### src/rtl/lvl_pkg.sv
package lvl_pkg;
  typedef enum logic [1:0] {
    MODE_INTEG  = 2'b00,
    MODE_LEAKY  = 2'b01,
    MODE_PEAK   = 2'b10,
    MODE_PEAK_B = 2'b11
  } lvl_mode_e;
endpackage

### src/rtl/lvl_mag.sv
// Saturating magnitude of a two's-complement sample.
module lvl_mag #(
  parameter int DW = 16
) (
  input  logic [DW-1:0] x,
  output logic [DW-2:0] mag
);
  logic          neg;
  logic          most_neg;
  logic [DW-1:0] inv;

  always_comb begin
    neg      = x[DW-1];
    most_neg = neg & ~(|x[DW-2:0]);
    inv      = ~x + 1'b1;
    if (most_neg)
      mag = '1;
    else if (neg)
      mag = inv[DW-2:0];
    else
      mag = x[DW-2:0];
  end
endmodule

### src/rtl/lvl_next.sv
// Next stored value for each measurement mode.
module lvl_next
  import lvl_pkg::*;
#(
  parameter int DW = 16,
  parameter int AW = 32,
  parameter int L1 = 8,
  parameter int L2 = 12,
  parameter int L3 = 16
) (
  input  lvl_mode_e     mode,
  input  logic [1:0]    leak,
  input  logic [DW-2:0] mag,
  input  logic [AW-1:0] base,
  output logic [AW-1:0] nxt
);
  localparam int SH = AW - DW;
  localparam int SHV [4] = '{0, L1, L2, L3};

  logic [AW-1:0]        mag_ext;
  logic signed [AW:0]   diff;
  logic signed [AW:0]   shifted [4];
  logic [AW-1:0]        leaky_val;

  assign mag_ext = {{(AW-DW+1){1'b0}}, mag};
  assign diff    = $signed({2'b00, mag, {SH{1'b0}}}) - $signed({1'b0, base});

  for (genvar g = 0; g < 4; g++) begin : g_leak
    assign shifted[g] = diff >>> SHV[g];
  end

  assign leaky_val = base + shifted[leak][AW-1:0];

  always_comb begin
    unique case (mode)
      MODE_INTEG: nxt = base + mag_ext;
      MODE_LEAKY: nxt = leaky_val;
      default:    nxt = (mag_ext > base) ? mag_ext : base;
    endcase
  end
endmodule

### src/rtl/lvl_window.sv
// Window position counter and fresh-start flag.
module lvl_window #(
  parameter int CW = 16
) (
  input  logic          clk,
  input  logic          rst,
  input  logic          clr,
  input  logic          step,
  input  logic          win_en,
  input  logic [CW-1:0] limit,
  output logic          last,
  output logic          fresh,
  output logic [CW:0]   cnt
);
  localparam int CNTW = CW + 1;

  logic [CNTW-1:0] limit_ext;

  assign limit_ext = {1'b0, limit} + 1'b1;
  assign last      = step & win_en & (cnt == limit_ext);

  always_ff @(posedge clk) begin
    if (rst || clr) begin
      cnt   <= '0;
      fresh <= 1'b1;
    end else if (step) begin
      if (win_en)
        cnt <= last ? '0 : cnt + 1'b1;
      fresh <= last;
    end
  end
endmodule

### src/rtl/sig_level_meter.sv
// Wideband sample level meter: integrate, leaky average or peak hold.
module sig_level_meter
  import lvl_pkg::*;
#(
  parameter int DW = 16,
  parameter int AW = 32,
  parameter int CW = 16,
  parameter int L1 = 8,
  parameter int L2 = 12,
  parameter int L3 = 16
) (
  input  logic          clk,
  input  logic          rst,
  input  logic          cfg_wr,
  input  logic [1:0]    cfg_mode,
  input  logic [1:0]    cfg_leak,
  input  logic          cfg_cont,
  input  logic [CW-1:0] cfg_count,
  input  logic          in_valid,
  output logic          in_ready,
  input  logic [DW-1:0] in_data,
  output logic [AW-1:0] level_out,
  output logic          level_valid
);
  lvl_mode_e     mode_q;
  logic [1:0]    leak_q;
  logic          cont_q;
  logic [CW-1:0] count_q;

  logic          fire;
  logic          free_run;
  logic          win_last;
  logic          fresh;
  logic [CW:0]   win_cnt;
  logic [DW-2:0] mag;
  logic [AW-1:0] acc_q;
  logic [AW-1:0] base;
  logic [AW-1:0] nxt;

  always_ff @(posedge clk) begin
    if (rst) begin
      mode_q  <= MODE_INTEG;
      leak_q  <= '0;
      cont_q  <= 1'b0;
      count_q <= '0;
    end else if (cfg_wr) begin
      mode_q  <= lvl_mode_e'(cfg_mode);
      leak_q  <= cfg_leak;
      cont_q  <= cfg_cont;
      count_q <= cfg_count;
    end
  end

  assign in_ready = ~rst;
  assign fire     = in_valid & in_ready & ~cfg_wr;
  assign free_run = cont_q & (mode_q != MODE_INTEG);
  assign base     = fresh ? '0 : acc_q;

  lvl_mag #(.DW(DW)) u_mag (
    .x   (in_data),
    .mag (mag)
  );

  lvl_next #(.DW(DW), .AW(AW), .L1(L1), .L2(L2), .L3(L3)) u_next (
    .mode (mode_q),
    .leak (leak_q),
    .mag  (mag),
    .base (base),
    .nxt  (nxt)
  );

  lvl_window #(.CW(CW)) u_win (
    .clk    (clk),
    .rst    (rst),
    .clr    (cfg_wr),
    .step   (fire),
    .win_en (~free_run),
    .limit  (count_q),
    .last   (win_last),
    .fresh  (fresh),
    .cnt    (win_cnt)
  );

  always_ff @(posedge clk) begin
    if (rst || cfg_wr)
      acc_q <= '0;
    else if (fire)
      acc_q <= nxt;
  end

  always_ff @(posedge clk) begin
    if (rst) begin
      level_out   <= '0;
      level_valid <= 1'b0;
    end else begin
      level_valid <= 1'b0;
      if (fire && (free_run || win_last)) begin
        level_out   <= nxt;
        level_valid <= 1'b1;
      end
    end
  end
endmodule

### config.mk
export PLATFORM = sky130hd
export DESIGN_NAME = sig_level_meter
export DESIGN_NICKNAME = d
export VERILOG_FILES = /design/src/rtl/lvl_pkg.sv /design/src/rtl/lvl_mag.sv /design/src/rtl/lvl_next.sv /design/src/rtl/lvl_window.sv /design/src/rtl/sig_level_meter.sv
export SDC_FILE = /design/constraint.sdc
export NUM_CORES = 1
export LEC_CHECK = 0
export BUFFER_PORTS_ARGS = -buffer_cell sky130_fd_sc_hd__buf_2
export CAP_MARGIN = 0
export CORE_MARGIN = 2
export CORE_UTILIZATION = 30
export CTS_CLUSTER_DIAMETER = 40
export CTS_CLUSTER_SIZE = 28
export DETAILED_ROUTE_END_ITERATION = 10
export PLACE_DENSITY = 0.56
export RECOVER_POWER = 50
export SKIP_CTS_REPAIR_TIMING = 1
export SYNTH_ARGS = -nofsm -noshare
export SYNTH_HDL_FRONTEND = slang
export SYNTH_SLANG_ARGS = --single-unit
### constraint.sdc
create_clock -name clk -period 9.7 [get_ports clk]
set_input_delay 1.455 -clock clk [delete_from_list [all_inputs] [get_ports clk]]
set_output_delay 1.455 -clock clk [all_outputs]
set_load 0.02 [all_outputs]
==> results.yml <==
die:
  die_w_um: 184
  core_sq_um: 31700
  ioPinCount: 75
  fp.dieH_um: 184
  initial_core_util_pct: 30.5
  rows: 65
  dieArea_sq_um: 33800
finish:
  stdcell_count: 1725
  drive_above_1_share_pct: 9.67
  fin_nets: 1426
  area_delta_synth_final_pct: 9.50
  antennaDiodeCount: 0
  stdcell_area_sq_um: 10600
  fillerInstances: 3439
sta:
  drv_slew: 81
  rsz0062_at_grt: "false"
  fin_tns_setup_ns: 0
  worstMarginPinSlew_ns: 1.79
  relSlewSlack_pct: -19.9
  max_freq_mhz: 122
  setup_viol: 0
  hold_viol_final: 0
  skew_ns: 0.0189
  period_needed_ns: 8.17
  fin_crit_sh_pct: 84.3
power_and_ir_drop:
  ir_drop_v: 0.0000924
  powerDensity_nw_per_um2: 116
  power_leakage_uw: 0.00449
cts:
  cts_buffers: 9
  clockBufferDepth: 2
  root_buffer: "clkbuf_16"
  cts_sinks: 104
  worstSkewPairLatency_ns: 0.37
  cts.htree.levels: 3
  path_clk_slew_ns: 0.08
  cts_tree: "done"
worst_setup_path:
  crit_type: "in2reg"
  worstSetupEndpointType: "flop"
  cpPeakStageDelay_ns: 0.57
  cpMaxStageDelayCell: "or3b_1"
  cp_top_family: "compound AO/OA/AOI/OAI gates"
  crit_path_start_kind: "primary input"
  path_buf_inv: 2
  critPathRequiredTime_ns: 9.89
  worst-path-max-fanout: 9
  critPathArrivalTime_ns: 8.36
route:
  ant_nets: 0
  wl_met2_mm: 16.0
  first_iter_violations: 786
  routed_wl_mm: 32.9
  via_count: 9621
  drc: 0
  wl_per_cell_um: 19.0
  wl_met1_mm: 14.0
  vias_per_cell: 5.58
  dr_wl_met3_mm: 1.69
  drt_pass1_iterations: 5
  route.top_layer_used: "met5"
synthesis:
  syn_inst: 1285
  async_flop_share_pct: 0
  syn-num-nets: 1392
  synth-edff-count: 0
  syn-cell-area_sq_um: 9690
  synth_top_area_share_pct: 21.5
  yosysMostFrequentCell: "nor2_1"
  ys.flop_type: "dfxtp_1"
  yosys-top-cells-count: "130 x nor2_1, 124 x a21oi_1, 104 x dfxtp_1, 104 x nand2_1, 94 x o21ai_0"
  synth_area_per_cell_sq_um: 7.54
  seq_area_frac_synth_pct: 21.5
  synth_area_leaders: "dfxtp_1 21%, ha_1 8.4%, a21oi_1 6.4%"
  yosysTopAreaCell: "dfxtp_1"
  synth_cell_types: 85
  yosysWarnings: 0
  yosys_register_bits: 104
grt:
  grt_pass1_vias: 9158
  grt_pass1_wl_mm: 51.5
  grt.total_usage_pct: 19.5
  antenna_found_initial: 1
  grt_start_max_net_pins: 59
  overflow: 0
placed_design:
  io_buffers: 74
  gp_congestion: 0.977
  placed_area_sq_um: 10400
  dp_hpwl_mm: 25.9
  place_inst: 1710
status:
  violations: "capacitance limit, slew limit"
  status: "finished, violations left"
run:
  max-cap-violations: 2
hold_path:
  hp-class: "reg2reg"
routing by layer:
layer | global-route usage [%] | up-vias
li1 | - | 4747
met4 | 7.26 | 2
met3 | 2.77 | 62
met5 | 0 | -
met2 | 34.2 | 287
met1 | 24.3 | 4523
placed cells by master, fill, tap and decap left out, drive strengths merged, types with 4 or more instances in the layout:
| master | n |
|---|---|
| nor2 | 130 |
| a21oi | 127 |
| nand2 | 107 |
| dfxtp | 104 |
| o21ai | 99 |
| ha | 65 |
| inv | 60 |
| buf | 51 |
| xnor2 | 49 |
| clkbuf | 48 |
| xor2 | 40 |
| nand2b | 39 |
| mux2i | 37 |
| a211oi | 36 |
| a21o | 35 |
| nor3 | 28 |
| nand3 | 27 |
| nor4 | 22 |
| a31oi | 17 |
| o21a | 16 |
| and2 | 16 |
| nor2b | 12 |
| nand4 | 12 |
| o22ai | 11 |
| o211ai | 11 |
| o31ai | 11 |
| or3 | 10 |
| and3 | 9 |
| mux2 | 8 |
| nor3b | 8 |
| mux4 | 7 |
| o2111ai | 5 |
| a31o | 5 |
| and4 | 5 |
| or2 | 4 |
| a21boi | 4 |
| o2bb2ai | 4 |
| a41oi | 4 |
cells by family (layout without fill, tap and decap cells):
logic type	after synthesis	in the layout	synth area share, %
simple gates	438	438	23.1
compound gates	412	412	27.1
buf+inv	124	162	5.28
flops	104	104	21.5
xor+xnor	89	89	8.04
fa+ha+maj	66	66	8.60
mux	52	52	6.38
registers in the layout (all words and copies together), names as in the netlist:
| register | count |
|---|---|
| u_win.cnt | 17 |
| cont_q | 1 |
| leak_q | 2 |
| acc_q | 32 |
| level_out | 32 |
| u_win.fresh | 1 |
| level_valid | 1 |
| mode_q | 2 |
| count_q | 16 |
final timing paths:
kind	to	startpoint	slack, ns	cells after the start
min	level_out[2]	level_out[2]	0.46	2
min reg2reg	level_out[2]	level_out[2]	0.46	2
max reg2reg	level_out[30]	u_win.fresh	3.25	21
max	level_out[30]	in_data[0]	1.53	28
final cells by class:
class / count / area (sq um) / area share (%)
multi-input cells: 1057 / 7090 / 66.8
flip-flops and latches: 104 / 2080 / 19.6
well taps: 402 / 503 / 4.74
repair buffers: 86 / 414 / 3.90
clock buffers: 13 / 280 / 2.64
inverters: 61 / 230 / 2.17
clock inverters: 2 / 12.5 / 0.118
worst register-to-register path, delay by kind of cell, from the launching register on:
| kind | cells | cell delay, ns |
|---|---|---|
| AO/OA/AOI/OAI | 11 | 2.96 |
| AND/OR/NAND/NOR | 4 | 0.98 |
| adder cells (fa/ha/maj) | 3 | 0.97 |
| multiplexers | 1 | 0.51 |
| buffers and inverters | 1 | 0.34 |
| flip-flops | 1 | 0.33 |
| XOR/XNOR | 1 | 0.22 |
power by group:
group          internal (uW)  switching, uW
combinational            152            260
sequential               439           15.5
clock                    201            169
through the flow:
| step | utilization, % | hold slack (ns) | worst slack, ns | power [uW] |
|---|---|---|---|---|
| 2_1_floorplan | - | 0.450 | 2.42 | 751 |
| 3_3_place_gp | 32.7 | 0.438 | 1.35 | 869 |
| 3_5_place_dp | 32.7 | 0.447 | 1.34 | 868 |
| 4_1_cts | 33.6 | 0.456 | 1.70 | 1240 |
| 5_1_grt | 33.5 | 0.487 | 1.15 | 1300 |
| 6_report | 33.5 | 0.457 | 1.53 | 1240 |
Power figures use the tool's default switching activity.
